[src/rtl/softstart_ramp.sv]
module softstart_ramp #(
  parameter int CODE_W   = 6,
  parameter int STEP_CYC = 32
) (
  input  logic              clk,
  input  logic              rst_n,
  input  logic              en,
  input  logic              uv_ok,
  input  logic              cyc_tick,
  output logic [CODE_W-1:0] ref_code,
  output logic              ramp_done
);
  localparam int              CNT_W    = (STEP_CYC > 1) ? $clog2(STEP_CYC) : 1;
  localparam logic [CNT_W-1:0] CNT_LAST = CNT_W'(STEP_CYC - 1);
  localparam logic [CODE_W-1:0] CODE_TOP = '1;

  logic [CNT_W-1:0] cyc_cnt;
  logic             run;
  logic             step_end;

  assign run      = en & uv_ok;
  assign step_end = cyc_tick & (cyc_cnt == CNT_LAST);

  always_ff @(posedge clk or negedge rst_n) begin
    if (!rst_n) begin
      cyc_cnt   <= '0;
      ref_code  <= '0;
      ramp_done <= 1'b0;
    end else if (!run) begin
      cyc_cnt   <= '0;
      ref_code  <= '0;
      ramp_done <= 1'b0;
    end else if (cyc_tick && !ramp_done) begin
      cyc_cnt <= step_end ? '0 : cyc_cnt + 1'b1;
      if (step_end) begin
        if (ref_code == CODE_TOP) ramp_done <= 1'b1;
        else                      ref_code  <= ref_code + 1'b1;
      end
    end
  end
endmodule

[config.mk]
export PLATFORM = sky130hd
export DESIGN_NAME = softstart_ramp
export DESIGN_NICKNAME = d
export VERILOG_FILES = /design/src/rtl/softstart_ramp.sv
export SDC_FILE = /design/constraint.sdc
export NUM_CORES = 1
export LEC_CHECK = 0
export BUFFER_PORTS_ARGS = -buffer_cell sky130_fd_sc_hd__buf_2
export CORE_MARGIN = 5
export CORE_UTILIZATION = 45
export DETAILED_ROUTE_END_ITERATION = 10
export PLACE_DENSITY = 0.63
export SYNTH_ARGS = -nofsm -noshare
export SYNTH_HDL_FRONTEND = slang
export SYNTH_SLANG_ARGS = --single-unit
[constraint.sdc]
create_clock -name clk -period 2 [get_ports clk]
set_clock_uncertainty 0.1 [all_clocks]
set_input_delay 0.2 -clock clk [delete_from_list [all_inputs] [get_ports clk]]
set_output_delay 0.2 -clock clk [all_outputs]
set_load 0.05 [all_outputs]
==> results.tsv, run 1 <==
stage	metric	value	unit
outcome	status	completed	
global_route	grt_pass1_vias	525	
setup_path	cp-end-kind	flip-flop	
logic_synthesis	synth_simple_gate_area_share	24.45	%
worst_hold_path	hp-class	in -> reg	
pwr	pwr-share-clk	43.3	%
logic_synthesis	synth_mux_area_share	4.412	%
drt	postRouteAntennaNets	0	
timing	finalSetupViolations	0	
drt	firstDrtPassIters	4	
drt	wirelength	1321	um
setup_path	crit_fanout	7	
pwr	leakage	0.3843	nW
pwr	p_per_area	591.2	mW/mm2
logic_synthesis	synth_top_family_by_area	simple AND/OR/NAND/NOR gates	
logic_synthesis	syn_area_per_cell	10.47	um2
logic_synthesis	ys_ff_latch	12	
logic_synthesis	synth_area	680.7	um2
timing	setup-tns-final	0	ps
logic_synthesis	synth_area_leaders	dfrtp_1 44%, ha_1 5.5%, mux2i_1 4.4%	
global_route	antenna_found_initial	0	
timing	timing.final.crit_share	91.46	%
cts	htree_levels	1	
cells_and_area	layout.nets	88	
floorplan	die-area	0.002390	mm2
placed_design	dpl.hpwl	992.3	um
cts	clk_latency	280	ps
cts	numCtsBuffers	3	
setup_path	crit_path_cell_trace	ha_1, and3_1, ha_4, nand3b_4, nor3_2, mux2i_1, nor2_1	
run	cap_viol_max_count	0	
worst_hold_path	whs_path_depth	4	
logic_synthesis	syn_inst	65	
logic_synthesis	synth_top_area_cell	dfrtp_1	
cts	clock_sinks	12	
floorplan	placementRows	14	
pwr	ir_drop	0.0003033	V
placed_design	port_buffers	11	
setup_path	reg2reg_depth	7	
global_route	overflow	0	
floorplan	start_util	46.26	%
cts	path_clk_slew	80	ps
pwr	p_seq_share	52.0	%
logic_synthesis	yosys.cell_types.count	27	
logic_synthesis	synth_nets	73	
setup_path	critical_path_class	reg -> reg	
logic_synthesis	ys_seq_area_share	44.12	%
drt	num_vias	507	
pwr	power	0.4712	mW
placed_design	gp_congestion	0.7651	
cts	cts_tree	built	
setup_path	worstPathRequired	2060	ps
logic_synthesis	yosysWarnings	0	
worst_hold_path	hold_start	cyc_tick	
worst_hold_path	worstHoldEndpoint	ramp_done	
cells_and_area	drive_above_1_share	27.85	%
drt	via_per_inst	5.337	
drt	drt_iter0_drc	2	
cts	root_buffer	clkbuf_4	
pwr	p_int	0.3621	mW
floorplan	ios	12	
setup_path	crit_family	simple AND/OR/NAND/NOR gates	
timing	max_freq	546.7	MHz
timing	slew_headroom	71.60	%
setup_path	cp-start-kind	flip-flop	
timing	rsz0062_at_grt	no	
logic_synthesis	synth_top_cell_area_share	44.12	%
floorplan	die_w	48.89	um
placed_design	placedInstanceArea	738.2	um2
pwr	p_comb_share	4.7	%
setup_path	rrSetupSlack	170	ps
setup_path	arrival	1890	ps
cells_and_area	final_area	797.0	um2
logic_synthesis	synth-xor-area-share	1.287	%
timing	hold_viol	0	
drt	drc_errors	0	
timing	period_minus_slack	1829	ps
cells_and_area	multi_input_area	371.6	um2
global_route	track_usage	13.12	%
timing	drv_slew	0	
cts	ctsLongestPathBuffers	2	
floorplan	die_h	48.89	um
setup_path	crit_path_top_delay_cell	dfrtp_1	
setup_path	r2r_end	ref_code[5]	
floorplan	core_area	0.001471	mm2
cells_and_area	n_antenna_cell	0	
cts	post_cts_buffers	0	
logic_synthesis	synthAdderAreaFrac	5.515	%
setup_path	rr_startpoint	cyc_cnt[0]	
timing	max_slew.worst_pin.slew	425.0	ps
pwr	switching_share	23.16	%
cells_and_area	seqCellArea	300.3	um2
global_route	grt_pass1_wl	2394	um
global_route	grt_max_degree	13	
setup_path	slowest_delay	420	ps
cells_and_area	area_growth	17.10	%
setup_path	critPathBufInv	0	
pwr	switchingPower	0.1091	mW
cells_and_area	fill_cells	151	
drt	wl_per_cell	13.91	um
logic_synthesis	synth-compound-area-share	17.10	%
## flip-flops by register name, summed over array words and instances, names as in the netlist
name	cells
cyc_cnt	5
ramp_done	1
ref_code	6
## repair_timing
action,CTS,global route
gates resized for setup,0,2
hold endpoints to repair,12,0
hold buffers,1,0
endpoints found under the setup margin,0,5
## synthesized netlist by cell type
library cell,count
a21oi_1,4
dlymetal6s2s_1,1
a31oi_1,4
nor2_4,1
nand3b_4,1
nand4_1,1
inv_1,1
o21ba_2,1
nor3b_1,2
a31oi_4,1
nor3_2,1
o21ai_0,1
buf_2,1
xnor2_1,1
nor2b_1,1
nor3_1,2
nand2b_1,1
nand2_1,5
and3_1,2
mux2i_1,3
a211oi_2,1
nor2_1,8
dfrtp_1,12
and4b_1,1
nand3_1,2
ha_1,3
o21bai_1,3
## final cells by class
type / instances / share of cell area, %
Clock buffer: 4 / 4.553
Inverter: 1 / 0.4710
Multi-Input combinational cell: 50 / 46.62
Sequential cell: 12 / 37.68
Tap cell: 16 / 2.512
Timing Repair Buffer: 12 / 8.163
## worst register-to-register path, cell delays in order, from the launching register on
cell,delay [ps]
dfrtp_1,420
ha_1,200
and3_1,210
ha_4,190
nand3b_4,130
nor3_2,200
mux2i_1,220
nor2_1,50
## power by group through the flow
stage	registers, mW	clock network, mW	logic [mW]
2_1_floorplan	0.250	0	0.0118
3_3_place_gp	0.250	0	0.0212
3_5_place_dp	0.250	0	0.0212
4_1_cts	0.245	0.208	0.0226
5_1_grt	0.245	0.222	0.0252
6_report	0.245	0.204	0.0222
## stage by stage
step	util (%)	hold WS, ps	std cells	worst slack [ps]
after CTS	53.32	183.9	95	35.26
after detailed placement	50.17	-8.017	90	48.05
final	54.17	188.8	95	170.9
after global routing	54.17	186.2	95	36.25
after floorplan	-	-195.6	65	234.2
after global placement	50.17	-10.22	90	121.0
## routing by layer
| layer | routed length [um] | track usage, % |
|---|---|---|
| met5 | 0 | 0 |
| met3 | 53 | 3.058 |
| met2 | 615 | 19.35 |
| met1 | 630 | 17.11 |
| met4 | 22 | 8.072 |
## layout by cell type (no fill, tap or decap), types with 2 or more instances in the layout
| cell type | n |
|---|---|
| dfrtp_1 | 12 |
| nor2_1 | 8 |
| and3_1 | 2 |
| nor3b_1 | 2 |
| a31oi_1 | 4 |
| nor3_1 | 2 |
| buf_2 | 11 |
| ha_1 | 2 |
| nand3_1 | 2 |
| clkbuf_4 | 3 |
| mux2i_1 | 3 |
| a21oi_1 | 4 |
| nand2_1 | 5 |
| o21bai_1 | 3 |
## worst max-delay path by stage
| stage | cells after the start | start | to | slack [ps] |
|---|---|---|---|---|
| 2_1_floorplan | 7 | cyc_cnt[0] | ref_code[5] | 230 |
| 3_3_place_gp | 7 | cyc_cnt[0] | ref_code[5] | 120 |
| 3_5_place_dp | 7 | cyc_cnt[0] | ref_code[5] | 50 |
| 4_1_cts | 7 | cyc_cnt[0] | ref_code[5] | 40 |
| 5_1_grt | 7 | cyc_cnt[0] | ref_code[5] | 40 |
| 6_report | 7 | cyc_cnt[0] | ref_code[5] | 170 |
## kinds of logic after synthesis
kind of cell             after synthesis
flip-flops                            12
XOR/XNOR                               1
adder cells (fa/ha/maj)                3
AO/OA/AOI/OAI                         15
buffers and inverters                  3
AND/OR/NAND/NOR                       28
multiplexers                           3
No activity file was read; power rests on OpenSTA's default activity.
==> inputs of run 2 (changes only) <==
--- a/config.mk
+++ b/config.mk
@@ -9,6 +9,7 @@
 export CORE_MARGIN = 5
 export CORE_UTILIZATION = 45
 export DETAILED_ROUTE_END_ITERATION = 10
+export MAX_ROUTING_LAYER = met4
 export PLACE_DENSITY = 0.63
 export SYNTH_ARGS = -nofsm -noshare
 export SYNTH_HDL_FRONTEND = slang
==> results.tsv, run 2 (same netlist as run 1, synthesis figures left out) <==
stage	metric	value	unit	change
drt	postRouteAntennaNets	0		unchanged
cells_and_area	fill_cells	151		unchanged
floorplan	ios	12		unchanged
worst_hold_path	hp-class	in -> reg		unchanged
cells_and_area	fin_cells	95		unchanged
drt	via_per_inst	5.379		was 5.337
cells_and_area	area_growth	17.10	%	unchanged
cells_and_area	largest_register	ref_code		unchanged
global_route	overflow	0		unchanged
placed_design	placedInstanceArea	738.2	um2	unchanged
placed_design	gp_congestion	0.7753		was 0.7651
global_route	grt_pass1_vias	523		was 525
drt	wirelength	1316	um	was 1321 um
timing	timing.final.crit_share	91.58	%	was 91.46%
drt	wl_per_cell	13.85	um	was 13.91 um
pwr	ir_drop	0.0003037	V	was 0.0003033 V
timing	setup-tns-final	0	ps	unchanged
cts	root_buffer	clkbuf_4		unchanged
timing	max_slew.worst_pin.slew	423.5	ps	was 425.0 ps
floorplan	die_w	48.89	um	unchanged
timing	hold_viol	0		unchanged
pwr	p_per_area	591.9	mW/mm2	was 591.2 mW/mm2
placed_design	port_buffers	11		unchanged
timing	max_freq	546.0	MHz	was 546.7 MHz
global_route	track_usage	13.54	%	was 13.12%
cts	cts_tree	built		unchanged
outcome	status	completed		unchanged
pwr	p_int	0.3621	mW	about the same
setup_path	cp-start-kind	flip-flop		unchanged
floorplan	start_util	46.26	%	unchanged
floorplan	die_h	48.89	um	unchanged
cts	numCtsBuffers	3		unchanged
timing	slew_headroom	71.70	%	was 71.60%
global_route	antenna_found_initial	0		unchanged
timing	rsz0062_at_grt	no		unchanged
setup_path	cp-end-kind	flip-flop		unchanged
timing	period_minus_slack	1832	ps	was 1829 ps
cts	ctsLongestPathBuffers	2		unchanged
timing	finalSetupViolations	0		unchanged
cells_and_area	n_antenna_cell	0		unchanged
cells_and_area	drive_above_1_share	27.85	%	unchanged
cts	htree_levels	1		unchanged
cells_and_area	largest_reg_flops	6		unchanged
floorplan	die-area	0.002390	mm2	unchanged
pwr	p_seq_share	51.9	%	was 52.0%
cells_and_area	layout.nets	88		unchanged
setup_path	crit_fanout	7		unchanged
cts	clock_sinks	12		unchanged
pwr	pwr-share-clk	43.4	%	was 43.3%
worst_hold_path	whs_path_depth	4		unchanged
drt	num_vias	511		was 507
drt	firstDrtPassIters	4		unchanged
placed_design	dp.cells	90		unchanged
run	cap_viol_max_count	0		unchanged
setup_path	arrival	1890	ps	about the same
cells_and_area	final_cell_mix	12 x dfrtp_1, 11 x buf_2, 8 x nor2_1		unchanged
timing	fin_ws	168.5	ps	was 170.9 ps
pwr	p_comb_share	4.7	%	about the same
cells_and_area	layout_commonest_cell	dfrtp_1		unchanged
global_route	grt_pass1_wl	2401	um	was 2394 um
cells_and_area	final_area	797.0	um2	unchanged
pwr	power	0.4718	mW	was 0.4712 mW
pwr	switching_share	23.24	%	was 23.16%
pwr	switchingPower	0.1096	mW	was 0.1091 mW
placed_design	dpl.hpwl	992.3	um	unchanged
setup_path	reg2reg_depth	7		unchanged
cells_and_area	reg_top3	ref_code (6), cyc_cnt (5), ramp_done (1)		unchanged
drt	drc_errors	0		unchanged
drt	drt_iter0_drc	1		was 2
placed_design	pre_cts_ws	48.05	ps	unchanged
cts	path_clk_slew	80	ps	about the same
floorplan	core_area	0.001471	mm2	unchanged
pwr	leakage	0.3843	nW	unchanged
timing	drv_slew	0		unchanged
setup_path	worstPathRequired	2060	ps	about the same
setup_path	critical_path_class	reg -> reg		unchanged
cts	clk_latency	280	ps	about the same
cts	post_cts_buffers	0		unchanged
floorplan	placementRows	14		unchanged
global_route	grt_max_degree	13		unchanged
==> run 2: power by group through the flow <==
stage / clock [mW] / sequential, mW / combinational, mW
finish: 0.205 / 0.245 / 0.0221
global route: 0.222 / 0.245 / 0.0252
CTS: 0.208 / 0.245 / 0.0226
detailed placement: 0 / 0.250 / 0.0212
global placement: 0 / 0.250 / 0.0212
floorplan: 0 / 0.250 / 0.0118
==> run 2: final timing paths <==
kind | startpoint | to | slack (ps)
setup / recovery | cyc_cnt[0] | ref_code[5] | 170
hold / removal | cyc_tick | ramp_done | 190
setup reg to reg | cyc_cnt[0] | ref_code[5] | 170
hold reg to reg | cyc_cnt[3] | cyc_cnt[3] | 470
max in group asynchronous | rst_n | ref_code[4] | 1380
min in group asynchronous | rst_n | cyc_cnt[2] | 210
==> run 2: layer usage <==
layer  vias to the layer above  GRT usage [%]  wire [um]
met4                         0          8.072         32
met2                        12          19.35        607
met3                         4          3.058         54
met1                       234          17.30        621
li1                        261              -          -
met5                         -              -          0
==> run 2: what timing repair did <==
action                                 4_1_cts  5_1_grt
hold buffers                                 1        0
setup endpoints to repair                    0        5
endpoints found under the hold margin       12        0
gates resized for setup                      0        2
==> run 2: worst max-delay path, cell delays in order, from the launching register on <==
cell      delay, ps
dfrtp_1         420
ha_1            200
and3_1          210
ha_4            190
nand3b_4        130
nor3_2          200
mux2i_1         220
nor2_1           50
==> run 2: area by class of cell <==
type	instances	area (um2)	share of cell area (%)
clock buffer	4	36.28	4.553
timing repair buffer	12	65.06	8.163
sequential	12	300.3	37.68
multi-input combinational	50	371.6	46.62
tap	16	20.02	2.512
inverter	1	3.754	0.4710
==> run 2: through the flow <==
stage / util (%) / hold slack, ps
2_1_floorplan: - / -195.6
3_3_place_gp: 50.17 / -10.22
3_5_place_dp: 50.17 / -8.017
4_1_cts: 53.32 / 183.9
5_1_grt: 54.17 / 186.2
6_report: 54.17 / 187.8
==> inputs of run 3 (changes only) <==
--- a/config.mk
+++ b/config.mk
@@ -6,11 +6,11 @@
 export NUM_CORES = 1
 export LEC_CHECK = 0
 export BUFFER_PORTS_ARGS = -buffer_cell sky130_fd_sc_hd__buf_2
-export CORE_MARGIN = 5
+export CORE_MARGIN = 1.5
 export CORE_UTILIZATION = 45
 export DETAILED_ROUTE_END_ITERATION = 10
 export MAX_ROUTING_LAYER = met4
-export PLACE_DENSITY = 0.63
+export PLACE_DENSITY = 0.66
 export SYNTH_ARGS = -nofsm -noshare
 export SYNTH_HDL_FRONTEND = slang
 export SYNTH_SLANG_ARGS = --single-unit
==> results.tsv, run 3 (same netlist as run 1, synthesis figures left out) <==
stage	metric	value	unit	change
setup_path	critical_path_class	reg -> reg		unchanged
setup_path	crit_path_cell_trace	ha_1, and3_1, ha_2, nand3b_4, a31oi_4, mux2i_1, nor2_1		was ha_1, and3_1, ha_4, nand3b_4, nor3_2, mux2i_1, nor2_1
placed_design	dpl.hpwl	915.2	um	was 992.3 um
timing	hold-worst-slack	204.7	ps	was 187.8 ps
timing	finalSetupViolations	0		unchanged
placed_design	gp_congestion	0.7184		was 0.7753
floorplan	start_util	50.42	%	was 46.26%
setup_path	arrival	1880	ps	was 1890 ps
pwr	ir_drop	0.0003407	V	was 0.0003037 V
run	cap_viol_max_count	0		unchanged
cells_and_area	final_area	779.5	um2	was 797.0 um2
cells_and_area	multi_input_area	361.6	um2	was 371.6 um2
drt	via_per_inst	5.553		was 5.379
cts	clk_latency	270	ps	was 280 ps
cts	ctsLongestPathBuffers	2		unchanged
cts	numCtsBuffers	3		unchanged
global_route	antenna_found_initial	0		unchanged
drt	drt_iter0_drc	4		was 1
pwr	leakage	0.3824	nW	was 0.3843 nW
global_route	overflow	0		unchanged
cells_and_area	fill_cells	131		was 151
timing	hold_viol	0		unchanged
cts	path_clk_slew	70	ps	was 80 ps
outcome	status	completed		unchanged
global_route	grt_max_degree	13		unchanged
placed_design	dp.cells	90		unchanged
cells_and_area	seqCellArea	300.3	um2	unchanged
global_route	grt_pass1_wl	2090	um	was 2401 um
setup_path	cp-start-kind	flip-flop		unchanged
placed_design	placedInstanceArea	744.5	um2	was 738.2 um2
placed_design	port_buffers	11		unchanged
cts	cts_tree	built		unchanged
cells_and_area	fin_cells	94		was 95
cells_and_area	largest_register	ref_code		unchanged
floorplan	core_area	0.001350	mm2	was 0.001471 mm2
drt	postRouteAntennaNets	0		unchanged
drt	top_layer_used	met4		unchanged
drt	drc_errors	0		unchanged
floorplan	placementRows	13		was 14
drt	wirelength	1221	um	was 1316 um
cells_and_area	n_antenna_cell	0		unchanged
timing	timing.final.crit_share	91.68	%	was 91.58%
global_route	track_usage	16.76	%	was 13.54%
floorplan	ios	12		unchanged
setup_path	crit_fanout	5		was 7
timing	max_freq	545.4	MHz	was 546.0 MHz
pwr	p_per_area	530.2	mW/mm2	was 591.9 mW/mm2
cts	root_buffer	clkbuf_4		unchanged
drt	wirelength_met1	605	um	was 621 um
cts	clock_sinks	12		unchanged
drt	firstDrtPassIters	4		unchanged
timing	max_slew.worst_pin.slew	412.2	ps	was 423.5 ps
cts	htree_levels	1		unchanged
timing	fin_ws	166.4	ps	was 168.5 ps
setup_path	worstPathRequired	2040	ps	was 2060 ps
cells_and_area	final_cell_mix	12 x dfrtp_1, 11 x buf_2, 8 x nor2_1		unchanged
drt	met2_length	547	um	was 607 um
floorplan	die-area	0.001755	mm2	was 0.002390 mm2
timing	setup-tns-final	0	ps	unchanged
timing	period_minus_slack	1834	ps	was 1832 ps
setup_path	cp-end-kind	flip-flop		unchanged
global_route	grt_pass1_vias	476		was 523
cells_and_area	largest_reg_flops	6		unchanged
cells_and_area	drive_above_1_share	27.85	%	unchanged
floorplan	die_w	41.89	um	was 48.89 um
timing	slew_headroom	72.45	%	was 71.70%
worst_hold_path	hp-class	in -> reg		unchanged
setup_path	slowest_delay	400	ps	was 420 ps
cells_and_area	reg_top3	ref_code (6), cyc_cnt (5), ramp_done (1)		unchanged
drt	wl_per_cell	12.99	um	was 13.85 um
placed_design	pre_cts_ws	128.4	ps	was 48.05 ps
cells_and_area	layout.nets	89		was 88
drt	num_vias	522		was 511
timing	drv_slew	0		unchanged
drt	wl_met3	45	um	was 54 um
floorplan	die_h	41.89	um	was 48.89 um
cells_and_area	layout_commonest_cell	dfrtp_1		unchanged
cells_and_area	area_growth	14.52	%	was 17.10%
timing	rsz0062_at_grt	no		unchanged
setup_path	crit_path_top_delay_cell	dfrtp_1		unchanged
-- run 3: cell types whose count changed in the layout (fill, tap and decap cells not counted) --
cell and delta:
clkbuf_8 -1, buf_4 +1, ha_4 -1, ha_2 +1
-- run 3: stage by stage --
stage          util [%]  power, mW
6_report          57.74     0.4133
3_5_place_dp      55.14     0.2713
3_3_place_gp      55.14     0.2709
4_1_cts           57.55     0.4222
2_1_floorplan         -     0.2614
5_1_grt           57.74     0.4348
-- run 3: final timing paths --
check | startpoint | endpoint | slack, ps | cells past startpoint
hold reg to reg | cyc_cnt[4] | cyc_cnt[4] | 460 | 2
max in group asynchronous | rst_n | ramp_done | 1350 | 2
setup / recovery | cyc_cnt[0] | ref_code[1] | 170 | 7
min in group asynchronous | rst_n | cyc_cnt[1] | 230 | 2
setup reg to reg | cyc_cnt[0] | ref_code[1] | 170 | 7
hold / removal | cyc_tick | ramp_done | 200 | 4
-- run 3: report_power, final --
group,internal [mW],switching (mW),leakage [nW]
sequential,0.244,0.00133,0.167
combinational,0.00756,0.0146,0.201
clock,0.0696,0.0766,0.0138
-- run 3: layer usage --
metal | global-route usage [%] | up-vias
li1 | - | 265
met1 | 21.21 | 239
met2 | 23.44 | 14
met3 | 2.609 | 4
met4 | 13.55 | 0
met5 | - | -
-- run 3: cell type report --
type	count	area share (%)
flip-flops and latches	12	38.52
repair buffers	13	9.310
well taps	15	2.408
multi-input cells	50	46.39
clock buffers	3	2.889
inverters	1	0.4815
-- run 3: worst max-delay path, delay by kind of cell (launching register included) --
family | cells | cell delay (ps)
compound gates | 1 | 200
fa+ha+maj | 2 | 440
mux | 1 | 210
simple gates | 3 | 350
flops | 1 | 400
-- run 3: repair_timing --
item                       4_1_cts  5_1_grt
buffers inserted                 0        0
setup endpoints to repair        0        2
hold endpoints to repair        12        0
resized for setup                0        1
hold buffers                     1        0
